## config.mk

```make
export PLATFORM = sky130hd
export DESIGN_NAME = i2c_xfer_seq
export DESIGN_NICKNAME = d
export VERILOG_FILES = /design/src/rtl/i2c_xfer_seq.sv
export SDC_FILE = /design/constraint.sdc
export NUM_CORES = 1
export LEC_CHECK = 0
export BUFFER_PORTS_ARGS = -buffer_cell sky130_fd_sc_hd__buf_2
export CORE_MARGIN = 5
export CORE_UTILIZATION = 46
export DETAILED_ROUTE_END_ITERATION = 8
export PLACE_DENSITY = 0.86
export SYNTH_ARGS = -nofsm -noshare
export SYNTH_HDL_FRONTEND = slang
export SYNTH_SLANG_ARGS = --single-unit
```

## constraint.sdc

```tcl
create_clock -name clk -period 3.05 [get_ports clk]
set_input_delay 0.915 -clock clk [delete_from_list [all_inputs] [get_ports clk]]
set_output_delay 0.915 -clock clk [all_outputs]
set_load 0.05 [all_outputs]
```

## src/rtl/i2c_xfer_seq.sv

```systemverilog
module i2c_xfer_seq #(
  parameter int LW = 8
) (
  input  logic          clk,
  input  logic          rst_n,
  input  logic          cmd_go,
  input  logic [1:0]    cmd_kind,
  input  logic [10:0]   cmd_addr,
  input  logic          cmd_ten,
  input  logic [LW-1:0] cmd_len0,
  input  logic [LW-1:0] cmd_len1,
  input  logic [7:0]    wr_data,
  input  logic          wr_valid,
  output logic          wr_ready,
  output logic [7:0]    rd_data,
  output logic          rd_valid,
  output logic          busy,
  output logic          done,
  output logic [2:0]    status,
  output logic          be_req,
  output logic [2:0]    be_op,
  output logic [7:0]    be_tx,
  output logic          be_rx_nack,
  input  logic          be_ack,
  input  logic          be_nack,
  input  logic          be_arb_lost,
  input  logic          be_bus_err,
  input  logic [7:0]    be_rx
);
  localparam logic [1:0] K_WR = 2'd0, K_RD = 2'd1, K_WRRD = 2'd2, K_WRWR = 2'd3;
  localparam logic [2:0] C_DONE = 3'd0, C_PROG = 3'd1, C_NACK = 3'd2,
                         C_BUS = 3'd3, C_ARB = 3'd4, C_USAGE = 3'd5;
  localparam logic [2:0] OP_NONE = 3'd0, OP_START = 3'd1, OP_RSTART = 3'd2,
                         OP_STOP = 3'd3, OP_SEND = 3'd4, OP_RECV = 3'd5;

  typedef enum logic [2:0] {S_IDLE, S_START, S_ADDR1, S_ADDR2, S_WR, S_RSTART, S_RD, S_STOP} st_t;

  st_t           st;
  logic          pend, rs_done, phase, ten;
  logic [1:0]    kind;
  logic [10:0]   addr;
  logic [LW-1:0] len1, cnt;
  logic [2:0]    err;

  wire rw      = (kind == K_RD) || rs_done;
  wire bad_cmd = (cmd_kind == K_RD && cmd_len0 == '0) || (cmd_kind == K_WRRD && cmd_len1 == '0);
  wire wr_zero = (st == S_WR) && (cnt == '0);

  assign busy       = (st != S_IDLE);
  assign wr_ready   = (st == S_WR) && !pend && (cnt != '0);
  assign be_req     = busy && !pend && (st != S_WR || (cnt != '0 && wr_valid));
  assign be_rx_nack = (st == S_RD) && (cnt == LW'(1));

  always_comb begin
    case (st)
      S_START:          be_op = OP_START;
      S_RSTART:         be_op = OP_RSTART;
      S_STOP:           be_op = OP_STOP;
      S_ADDR1, S_ADDR2,
      S_WR:             be_op = OP_SEND;
      S_RD:             be_op = OP_RECV;
      default:          be_op = OP_NONE;
    endcase
    if (st == S_ADDR1)      be_tx = ten ? {5'b11110, addr[10:9], rw} : {addr[7:1], rw};
    else if (st == S_ADDR2) be_tx = addr[7:0];
    else                    be_tx = wr_data;
  end

  always_ff @(posedge clk or negedge rst_n) begin
    if (!rst_n) begin
      st <= S_IDLE; pend <= 1'b0; rs_done <= 1'b0; phase <= 1'b0; ten <= 1'b0;
      kind <= K_WR; addr <= '0; len1 <= '0; cnt <= '0; err <= C_DONE;
      status <= C_DONE; done <= 1'b0; rd_valid <= 1'b0; rd_data <= '0;
    end else begin
      done     <= 1'b0;
      rd_valid <= 1'b0;
      if (be_req) pend <= 1'b1;
      if (st == S_IDLE) begin
        if (cmd_go) begin
          if (bad_cmd) begin
            done <= 1'b1; status <= C_USAGE;
          end else begin
            st <= S_START; status <= C_PROG; err <= C_DONE;
            kind <= cmd_kind; addr <= cmd_addr; ten <= cmd_ten;
            cnt <= cmd_len0; len1 <= cmd_len1; rs_done <= 1'b0; phase <= 1'b0;
          end
        end
      end else if (wr_zero) begin
        if (!phase && kind == K_WRWR) begin
          phase <= 1'b1; cnt <= len1;
        end else if (!phase && kind == K_WRRD) st <= S_RSTART;
        else st <= S_STOP;
      end else if (be_ack) begin
        pend <= 1'b0;
        if (be_arb_lost || be_bus_err) begin
          st <= S_IDLE; done <= 1'b1; status <= be_arb_lost ? C_ARB : C_BUS;
        end else begin
          case (st)
            S_START:  st <= S_ADDR1;
            S_RSTART: begin st <= S_ADDR1; rs_done <= 1'b1; phase <= 1'b1; end
            S_ADDR1, S_ADDR2: begin
              if (be_nack) begin
                err <= C_NACK; st <= S_STOP;
              end else if (st == S_ADDR1 && ten && !rs_done) st <= S_ADDR2;
              else if (rw) begin
                st <= S_RD; cnt <= rs_done ? len1 : cnt;
              end else st <= S_WR;
            end
            S_WR: begin
              if (be_nack) begin
                err <= C_NACK; st <= S_STOP;
              end else cnt <= cnt - 1'b1;
            end
            S_RD: begin
              rd_data <= be_rx; rd_valid <= 1'b1; cnt <= cnt - 1'b1;
              if (cnt == LW'(1)) st <= S_STOP;
            end
            S_STOP: begin st <= S_IDLE; done <= 1'b1; status <= err; end
            default: st <= S_IDLE;
          endcase
        end
      end
    end
  end

  AST_DONE_IDLE: assert property (@(posedge clk) disable iff (!rst_n)
    done |-> !busy) else $error("done while busy");
  AST_PROG_CODE: assert property (@(posedge clk) disable iff (!rst_n)
    busy |-> status == C_PROG) else $error("busy without in-progress code");
  AST_USAGE_NO_BUS: assert property (@(posedge clk) disable iff (!rst_n)
    (cmd_go && !busy && bad_cmd) |=> (done && status == C_USAGE && !busy && !be_req)) else $error("usage fault");
  AST_ARB_NO_STOP: assert property (@(posedge clk) disable iff (!rst_n)
    (busy && be_ack && be_arb_lost) |=> (!busy && status == C_ARB && !be_req)) else $error("arb loss");
  AST_NACK_STOP: assert property (@(posedge clk) disable iff (!rst_n)
    (busy && be_ack && be_nack && !be_arb_lost && !be_bus_err && be_op == OP_SEND) |=> (be_req && be_op == OP_STOP)) else $error("nack abort");
  AST_WRREADY_BUSY: assert property (@(posedge clk) disable iff (!rst_n)
    wr_ready |-> (busy && be_op == OP_SEND)) else $error("write ready outside send");
endmodule

```

==> results of run 1 <==
==> synthesized netlist by cell type (4+ instances only) <==
master    instances
a21oi_1           7
nand2_1          39
o22a_1            4
inv_1            12
nand3_1           7
a31oi_1          11
mux2_2           32
nor4_1            6
o211ai_1          6
clkbuf_1         10
o21ai_0          14
dfrtp_1          49
nor2_1           21
nor3_1            7
==> routing by layer <==
metal	share of wire, %	vias to the layer above	global-route usage, %
met5	0	-	0
met4	1.8	0	6.47
met3	7.1	12	4.32
met2	50	107	31.7
met1	41	1206	23.3
li1	-	1168	-
==> how the worst min path moves through the flow <==
stage	end	start	slack, ns	depth (start not counted)
2_1_floorplan	err[1]	err[1]	0.47	1
3_3_place_gp	err[1]	err[1]	0.49	1
3_5_place_dp	err[1]	err[1]	0.49	1
4_1_cts	err[1]	err[1]	0.51	1
5_1_grt	kind[1]	kind[1]	0.53	1
6_report	err[1]	err[1]	0.51	1
==> area by class of cell <==
class                      instances  area, um2
clock inverter                     2       38.8
tap                               72       90.1
sequential                        49       1230
clock buffer                       6       72.6
multi-input combinational        198       1350
inverter                          12       45.0
fill                             475       2140
timing repair buffer             102        574
==> power by group <==
group,total [W],leakage [nW],internal [W],switching [W]
clock network,0.000468,0.0554,0.000246,0.000221
logic,0.00210,0.980,0.000802,0.00130
registers,0.00110,0.600,0.000929,0.000170
==> flip-flops by register name, summed over array words and instances (netlist names) <==
register / flops
pend: 1
len1: 8
rs_done: 1
status: 3
kind: 2
err: 1
phase: 1
done: 1
st: 3
rd_valid: 1
cnt: 8
ten: 1
addr: 10
rd_data: 8
==> stage by stage <==
stage / total power (W) / hold slack [ns]
after floorplan: 0.00258 / 0.465
after global placement: 0.00307 / 0.486
after detailed placement: 0.00314 / 0.487
after CTS: 0.00364 / 0.507
after global routing: 0.00391 / 0.533
final: 0.00367 / 0.509
==> cells by family after synthesis <==
| kind of cell | share of synthesized area (%) |
|---|---|
| DFF | 46.2 |
| AOI/OAI and AO/OA | 14.7 |
| adders and majority gates | 1.42 |
| buffers and inverters | 3.92 |
| muxes | 14.0 |
| xor gates and xnor gates | 1.65 |
| and+or+nand+nor | 18.1 |
==> worst register-to-register path, cell delays in order, from the launching register on <==
cell and delay (ns):
dfrtp_1 0.43, or4_4 0.53, buf_4 0.18, or3_1 0.41, or4_4 0.44, a221oi_4 0.44
buf_4 0.22, o211ai_1 0.08, o211ai_1 0.12
==> repair_timing <==
action                                  4_1_cts  5_1_grt
gates cloned                                  0        0
buffers inserted                              0        2
endpoints found under the setup margin        2        4
resized for setup                             5        4
pin swaps                                     0        2
==> impl_results.md, run 1 <==
* Outcome: finished, final reports clean
* Tightest Pin Transition at ~0.63 ns
* Layout cells sized above 1 at between 40% and 50%
* Initial antenna violation count at 0
* Setup-failing EPs final at 0
* CP startpoint kind: register
* Initial core utilization at 47.9%
* Area Growth Syn to Fin at 28.1%
* Vias in the first global route at 2466
* Post-route DRC at 0
* Reg-to-reg endpoint: cnt[0]
* Final Skew at 0.00733 ns
* Pre-CTS setup slack at 0.0995 ns
* Setup crit end kind: primary output
* Number of flops mapped to enable cells by yosys at 0
* Die height at around 86 um
* Power Dens Cells at between 1000 and 1500 nW/um2
* DRT iter0 DRCs at approximately 180
* Fin util at around 61%
* Syn Area/Cell at 9.75 um2
* Dpl cell area at 3240 um2
* Max Slew Vio Count at 0
* Critical Path Fanout Max at 4
* Vias post-DR at around 2500
* CP Cell Sequence: or4_4 -> or4b_4 -> nor2_4 -> buf_6
* Relative slew slack at approximately 60%
* Final WS setup at between 0.02 and 0.03 ns
* TritonCTS clock tree: built
* Hold Vio Cnt, Final at 0
* I/O Pins at 82
* Final non-filler cell total at about 440
* Row count at 27
* Hold-fix buffers, CTS at 0
* Period utilization at 99.1%
* Prevailing post-synth register cell: dfrtp_1
* Yosys top cell by area: dfrtp_1
* F_max at between 0.3 and 0.4 GHz
* Post-synthesis cell count at roughly 270
* Worst Path Required at 2.13 ns
* Most frequent cells in the layout: 78 x buf_2, 49 x dfrtp_1, 39 x nand2_1
* Clk slew on worst S/H paths at 0.09 ns
* Synth top area cells: dfrtp_1 46%, mux2_2 14%, nand2_1 5.5%, nor2_1 3.0%, o21ai_0 2.6%
* Final WL at about 6.9 mm
* CP max stage delay at roughly 0.58 ns
* Avg WL per Cell at around 16 um
* Slowest CP cell: or4b_4
* Nets at about 430
* Max Cap Viol at 0
* Peak supply drop at between 500 and 600 uV
* TritonCTS Buffers at 5
* Sequential share of the synthesized area at a little under half
* Unique masters post-synth at 43
* IO Port Bufs at 80
* Minimum clock period at around 3 ns
* Post-synth top area share at 46.2%
* Critical Path Start: cnt[3]
* Detail Route Antenna Nets at 0
* Worst Path Buf+Inv at 1
* Worst min-delay path class: register to register
* CP top delay family: simple AND/OR/NAND/NOR gates
* Later-pin clock latency in the skew report at 0.30 ns
* Die ar. at around 7400 um2
* Crit path DAT at around 2.1 ns
* Die extent in x at 85.9 um
* Vias/cell at between 5 and 6
* Reg2Reg Setup Slack at around 0.12 ns
* Seq cells post-synth at between 40 and 50
* TritonRoute pass-1 iters at 5
* Ys async rst share at 100%
* Total GRT Usage at a little under a fifth
* GP Congestion at about 0.87
* First-pass GRT wire length at 11.1 mm
* LEAKAGE at roughly 1.6 nW
* Cell total after placement at between 400 and 500
* H-tree level count at 2
* Antenna Cells at 0
* CP Depth at 4
* Final instance area at 3400 um2
* Mapped cell area at about 2700 um2
* R2R cell count at 8
* Pin count of the biggest net entering global routing at 50
* Worst r2r src: cnt[3]
* Synthesized Nets at roughly 330
* DPL Wire Length at approximately 5.2 mm
* Most common cell after layout, fill and taps aside: buf_2
* Clock Sinks at 49
* Clk buf depth at 2
* CP endpoint: be_rx_nack
* Yosys warnings at 0
* Root buffer cell: clkbuf_8
* Worst setup path category: register to primary output
* Setup TNS at 0 ns
* Core Region at roughly 5500 um2
* GRT overflow at 0
(Power assumes the default switching activity.)
==> inputs of run 2 (changes only) <==
Settings changed: CORE_UTILIZATION 46 to 51, PLACE_DENSITY 0.86 to 0.9.
Clock period 3.05 ns to 3 ns, I/O delays scaled along.
==> impl_results.md, run 2 (same netlist as run 1, synthesis figures left out) <==
* TritonRoute pass-1 iters at 4 (was 5)
* Detail Route Antenna Nets at 0 (unchanged)
* Vias post-DR at 2441 (was 2493)
* LEAKAGE at 1.65 nW (was 1.64 nW)
* Total GRT Usage at 21.3% (was 18.7%)
* Final Skew at 0.00685 ns (was 0.00733 ns)
* IO Port Bufs at 80 (unchanged)
* Layout cells sized above 1 at 42.7% (was 40.9%)
* GP Congestion at 0.862 (was 0.873)
* Setup crit end kind: primary output (unchanged)
* Pin count of the biggest net entering global routing at 25 (was 50)
* Setup-failing EPs final at 0 (unchanged)
* TritonCTS clock tree: built (unchanged)
* Vias in the first global route at 2462 (was 2466)
* Relative slew slack at 62.0% (was 58.3%)
* Filler cells at 417 (was 475)
* Max reg flops at 10 (unchanged)
* Avg WL per Cell at 15.4 um (was 15.5 um)
* Peak supply drop at 691 uV (was 553 uV)
* DRT iter0 DRCs at 157 (was 178)
* Row count at 26 (was 27)
* H-tree level count at 2 (unchanged)
* Top reg by flops: addr (unchanged)
* Max Cap Viol at 0 (unchanged)
* Critical Path Start: cnt[4] (was cnt[3])
* Period utilization at 99.1%
* CP startpoint kind: register (unchanged)
* Initial core utilization at 52.2% (was 47.9%)
* DPL Wire Length at 5.26 mm (was 5.16 mm)
* Vias/cell at 5.52 (was 5.65)
* Post-route DRC at 0 (unchanged)
* Clock Sinks at 49 (unchanged)
* Final non-filler cell total at 442 (was 441)
* GRT overflow at 0 (unchanged)
* Later-pin clock latency in the skew report at 0.30 ns (about the same)
* Initial antenna violation count at 0 (unchanged)
* Area taken by multi-input logic gates at 1350 um2 (about the same)
* Root buffer cell: clkbuf_8 (unchanged)
* Outcome: finished, final reports clean (unchanged)
* F_max at 0.337 GHz
* Setup TNS at 0 ns (unchanged)
* Core Region at 5070 um2 (was 5540 um2)
* CP Cell Sequence: or4_4 -> or4b_4 -> nor2_4 -> buf_6 (unchanged)
* Clk slew on worst S/H paths at 0.09 ns (about the same)
* RSZ-0062 raised after global routing: yes
* TritonCTS Buffers at 5 (unchanged)
* Worst setup path category: register to primary output (unchanged)
* Area Growth Syn to Fin at 28.5% (was 28.1%)
* Final WL at 6.80 mm (was 6.85 mm)
* Minimum clock period at between 2 and 3 ns
* Die ar. at 6740 um2 (was 7380 um2)
* Slowest CP cell: or4b_4 (unchanged)
* Worst r2r src: cnt[4] (was cnt[3])
* CP max stage delay at 0.57 ns (was 0.58 ns)
* Min-delay src: status[1] (was err[1])
* Worst min-delay path class: register to register (unchanged)
* Reg area at 1230 um2 (about the same)
* Max Slew Vio Count at 0 (unchanged)
* Critical Path Fanout Max at 2 (was 4)
* Dpl cell area at 3250 um2 (was 3240 um2)
* Cell total after placement at 431 (unchanged)
* Antenna Cells at 0 (unchanged)
* Final Total Pwr at 0.00364 W (was 0.00367 W)
* Most common cell after layout, fill and taps aside: buf_2 (unchanged)
* Nets at 430 (was 425)
* Most frequent cells in the layout: 78 x buf_2, 48 x dfrtp_1, 39 x nand2_1 (was 78 x buf_2, 49 x dfrtp_1, 39 x nand2_1)
* Hold Vio Cnt, Final at 0 (unchanged)
* I/O Pins at 82 (unchanged)
* Hold slack final at 0.504 ns (was 0.509 ns)
* Clk buf depth at 2 (unchanged)
* First-pass GRT wire length at 11.1 mm (about the same)
* Worst Path Required at 2.10 ns (was 2.13 ns)
* Power Dens Cells at 1070 nW/um2 (was 1080 nW/um2)
* Final instance area at 3410 um2 (was 3400 um2)
* Tightest Pin Transition at 0.571 ns (was 0.626 ns)
* Die height at 82.1 um (was 85.9 um)
* Die extent in x at 82.1 um (was 85.9 um)
* Crit path DAT at 2.07 ns (was 2.11 ns)
## run 2: metrics by stage
step,setup WS (ns),utilization (%)
2_1_floorplan,0.0467,-
3_3_place_gp,0.0765,64.1
3_5_place_dp,0.0527,64.1
4_1_cts,0.000614,66.3
5_1_grt,-0.0112,67.1
6_report,0.0283,67.1
## run 2: final timing paths
| kind | end | cells after the start | slack [ns] |
|---|---|---|---|
| setup / recovery | be_rx_nack | 4 | 0.03 |
| hold / removal | status[1] | 2 | 0.50 |
| setup reg to reg | cnt[0] | 8 | 0.18 |
| hold reg to reg | status[1] | 2 | 0.50 |
| max in group asynchronous | len1[6] | 2 | 1.78 |
| min in group asynchronous | cnt[2] | 1 | 0.58 |
## run 2: critical path, delay by kind of cell, from the launching register on
family | cells | cell delay (ns)
AND/OR/NAND/NOR | 3 | 1.22
buffers and inverters | 1 | 0.16
flip-flops | 1 | 0.39
## run 2: per-layer routing
layer  vias to the layer above  wire [um]  global-route usage, %
li1                       1173          -                      -
met1                      1168       2840                   26.2
met2                        90       3340                   36.8
met3                        10        526                   5.31
met4                         0         93                   6.64
met5                         -          0                      0
## run 2: what timing repair did
item / CTS / global route
resized for setup: 11 / 4
buffers inserted: 2 / 3
hold buffers: 0 / 0
pin swaps: 1 / 4
setup endpoints to repair: 2 / 2
## run 2: power by group
group	total (W)	internal [W]	leakage [nW]	switching (W)
combinational	0.00216	0.000838	1.01	0.00132
sequential	0.00112	0.000947	0.600	0.000177
clock	0.000359	0.000154	0.0399	0.000205
## run 2: area by class of cell
cell class / instances / share of cell area [%]
multi-input cells: 198 / 39.7
flip-flops and latches: 49 / 36.0
repair buffers: 107 / 18.2
well taps: 70 / 2.57
clock buffers: 5 / 2.02
inverters: 12 / 1.32
clock inverters: 1 / 0.147
==> inputs of run 3 (changes only) <==
Settings changed: ABC_AREA set to 1, CORE_UTILIZATION 51 to 53, PLACE_DENSITY 0.9 to 0.91.
==> impl_results.md, run 3 <==
* Sequential share of the synthesized area at 41.4% (was 46.2%)
* Minimum clock period at 2.87 ns (was 2.97 ns)
* Area Growth Syn to Fin at 21.7% (was 28.5%)
* Worst setup path category: register to primary output (unchanged)
* Post-route DRC at 0 (unchanged)
* Hold slack final at 0.488 ns (was 0.504 ns)
* Vias/cell at 5.23 (was 5.52)
* IO Port Bufs at 80 (unchanged)
* Peak supply drop at 790 uV (was 691 uV)
* Initial core utilization at 54.1% (was 52.2%)
* Die height at 84.7 um (was 82.1 um)
* CP endpoint: be_tx[2] (was be_rx_nack)
* Yosys top cell by area: dfrtp_1 (unchanged)
* Critical Path Fanout Max at 11 (was 2)
* Die ar. at 7180 um2 (was 6740 um2)
* Crit path DAT at 1.97 ns (was 2.07 ns)
* Number of flops mapped to enable cells by yosys at 0 (unchanged)
* Power Dens Cells at 1090 nW/um2 (was 1070 nW/um2)
* Count leader, synth: nand2_1 (was dfrtp_1)
* CP dominant cell by count: inv_2
* Hold Path Cell Cnt at 2 (unchanged)
* R2R cell count at 11 (was 8)
* Reg2Reg Setup Slack at 0.99 ns (was 0.18 ns)
* Total GRT Usage at 22.8% (was 21.3%)
* Post-synth top area share at 41.4% (was 46.2%)
* CP startpoint kind: register (unchanged)
* Prevailing post-synth register cell: dfrtp_1 (unchanged)
* Setup-failing EPs final at 0 (unchanged)
* Synth top area cells: dfrtp_1 41%, nand2_1 21%, inv_1 7.1%, o21ai_0 5.8%, nand3_1 4.2% (was dfrtp_1 46%, mux2_2 14%, nand2_1 5.5%, nor2_1 3.0%, o21ai_0 2.6%)
* TritonCTS Buffers at 5 (unchanged)
* Root buffer cell: clkbuf_8 (unchanged)
* Vias in the first global route at 3106 (was 2462)
* Most frequent cells in the layout: 164 x nand2_1, 78 x buf_2, 56 x inv_1 (was 78 x buf_2, 48 x dfrtp_1, 39 x nand2_1)
* Clock Sinks at 49 (unchanged)
* Most common cell after layout, fill and taps aside: nand2_1 (was buf_2)
* Commonest cells in the netlist: 164 x nand2_1, 56 x inv_1, 49 x dfrtp_1 (was 49 x dfrtp_1, 39 x nand2_1, 32 x mux2_2)
* Reg-to-reg endpoint: cnt[1] (was cnt[0])
* Avg WL per Cell at 13.2 um (was 15.4 um)
* H-tree level count at 2 (unchanged)
* Setup crit end kind: primary output (unchanged)
* Post-synthesis cell count at 433 (was 272)
* Ys async rst share at 100% (unchanged)
* First-pass GRT wire length at 13.5 mm (was 11.1 mm)
* DPL Wire Length at 6.01 mm (was 5.26 mm)
* Worst Path Required at 2.10 ns (about the same)
* Nets at 576 (was 430)
* Hold Vio Cnt, Final at 0 (unchanged)
* RSZ-0062 raised after global routing: no (was yes)
* Initial antenna violation count at 0 (unchanged)
* Synthesized Nets at 490 (was 329)
* CP Cell Sequence: inv_2 -> nor2_4 -> inv_2 -> a21oi_1 -> inv_1 -> o211ai_1 -> clkbuf_4 (was or4_4 -> or4b_4 -> nor2_4 -> buf_6)
* Period utilization at 95.7% (was 99.1%)
* Pin count of the biggest net entering global routing at 30 (was 25)
* GP Congestion at 0.893 (was 0.862)
* Syn Area/Cell at 6.83 um2 (was 9.75 um2)
* Core Region at 5470 um2 (was 5070 um2)
* Gr busiest metal: met2 (unchanged)
* Tightest Pin Transition at 0.594 ns (was 0.571 ns)
* Later-pin clock latency in the skew report at 0.31 ns (was 0.30 ns)
* DRT iter0 DRCs at 286 (was 157)
* Final WL at 7.82 mm (was 6.80 mm)
* Cell total after placement at 582 (was 431)
* Detail Route Antenna Nets at 0 (unchanged)
* Clk buf depth at 2 (unchanged)
* Final non-filler cell total at 592 (was 442)
* Worst min-delay path class: register to register (unchanged)
* GRT overflow at 0 (unchanged)
* Yosys warnings at 0 (unchanged)
* Antenna Cells at 0 (unchanged)
* Outcome: finished, final reports clean (unchanged)
* Max Cap Viol at 0 (unchanged)
* Layout cells sized above 1 at 23.3% (was 42.7%)
* TritonCTS clock tree: built (unchanged)
* Slowest CP cell: dfrtp_2 (was or4b_4)
* GR Util met1 at 30.0% (was 26.2%)
* GRT met2 Usage at 38.1% (was 36.8%)
* M3 GR Usage at 3.24% (was 5.31%)
* Top reg by flops: addr (unchanged)
* I/O Pins at 82 (unchanged)
* LEAKAGE at 2.04 nW (was 1.65 nW)
* Relative slew slack at 60.3% (was 62.0%)
* Seq cells post-synth at 49 (unchanged)
* CP max stage delay at 0.46 ns (was 0.57 ns)
* Setup TNS at 0 ns (unchanged)
* Max reg flops at 10 (unchanged)
* Filler cells at 481 (was 417)
* Critical Path Start: st[1] (was cnt[4])
* Die extent in x at 84.7 um (was 82.1 um)
* Vias post-DR at 3096 (was 2441)
* TritonRoute pass-1 iters at 5 (was 4)
* Row count at 27 (was 26)
* Final Total Pwr at 0.00392 W (was 0.00364 W)
* Max Slew Vio Count at 0 (unchanged)
* Unique masters post-synth at 36 (was 43)
* F_max at 0.348 GHz (was 0.337 GHz)
* Final Skew at 0.00708 ns (was 0.00685 ns)
* Clk slew on worst S/H paths at 0.10 ns (was 0.09 ns)
* Fin util at 65.8% (was 67.1%)
* Worst r2r src: cnt[0] (was cnt[4])
* Mapped cell area at 2960 um2 (was 2650 um2)
[run 3: worst min-delay path by stage]
stage | from | end | slack [ns]
2_1_floorplan | phase | phase | 0.46
3_5_place_dp | rd_data[6] | rd_data[6] | 0.46
6_report | rd_data[6] | rd_data[6] | 0.49
4_1_cts | rd_data[6] | rd_data[6] | 0.49
3_3_place_gp | rd_data[5] | rd_data[5] | 0.46
5_1_grt | rd_data[0] | rd_data[0] | 0.52
[run 3: worst max-delay path: cells and delay by family, from the launching register on]
kind | cells | cell delay, ns
buf+inv | 4 | 0.62
flops | 1 | 0.46
compound gates | 2 | 0.39
simple gates | 1 | 0.19
[run 3: cell families (layout without fill, tap and decap cells)]
logic type / after synthesis / in the layout / share of synthesized area [%]
compound gates: 66 / 66 / 12.3
flops: 49 / 49 / 41.4
fa+ha+maj: 3 / 3 / 1.27
buf+inv: 74 / 161 / 9.81
xor+xnor: 1 / 1 / 0.296
simple gates: 240 / 240 / 34.9
[run 3: repair_timing]
action                     CTS  global route
hold buffers                 0             0
gates resized for setup      1             2
setup endpoints to repair    2             2
hold endpoints to repair     0             0
pin swaps                    0             1
setup buffers                0             2
[run 3: power by group]
group	total, W	switching [W]	internal, W
Clock	0.000505	0.000250	0.000255
Sequential	0.00112	0.000195	0.000925
Combinational	0.00229	0.00161	0.000678
[run 3: final cells by class]
cell class | instances | area (um2) | area share, %
Inverter | 64 | 240 | 6.67
Clock inverter | 3 | 47.5 | 1.32
Tap cell | 72 | 90.1 | 2.50
Sequential cell | 49 | 1230 | 34.1
Clock buffer | 5 | 68.8 | 1.91
Multi-Input combinational cell | 310 | 1440 | 40.0
Timing Repair Buffer | 89 | 485 | 13.5
[run 3: through the flow]
stage / area [um2] / worst slack (ns)
2_1_floorplan: 2960 / 0.00988
3_3_place_gp: 3460 / 0.362
3_5_place_dp: 3460 / 0.352
4_1_cts: 3580 / 0.0722
5_1_grt: 3600 / 0.0108
6_report: 3600 / 0.128
[run 3: per-layer routing]
metal | up-vias | routed length (um)
met5 | - | 0
met2 | 134 | 3850
li1 | 1532 | -
met4 | 0 | 152
met3 | 18 | 523
met1 | 1412 | 3290
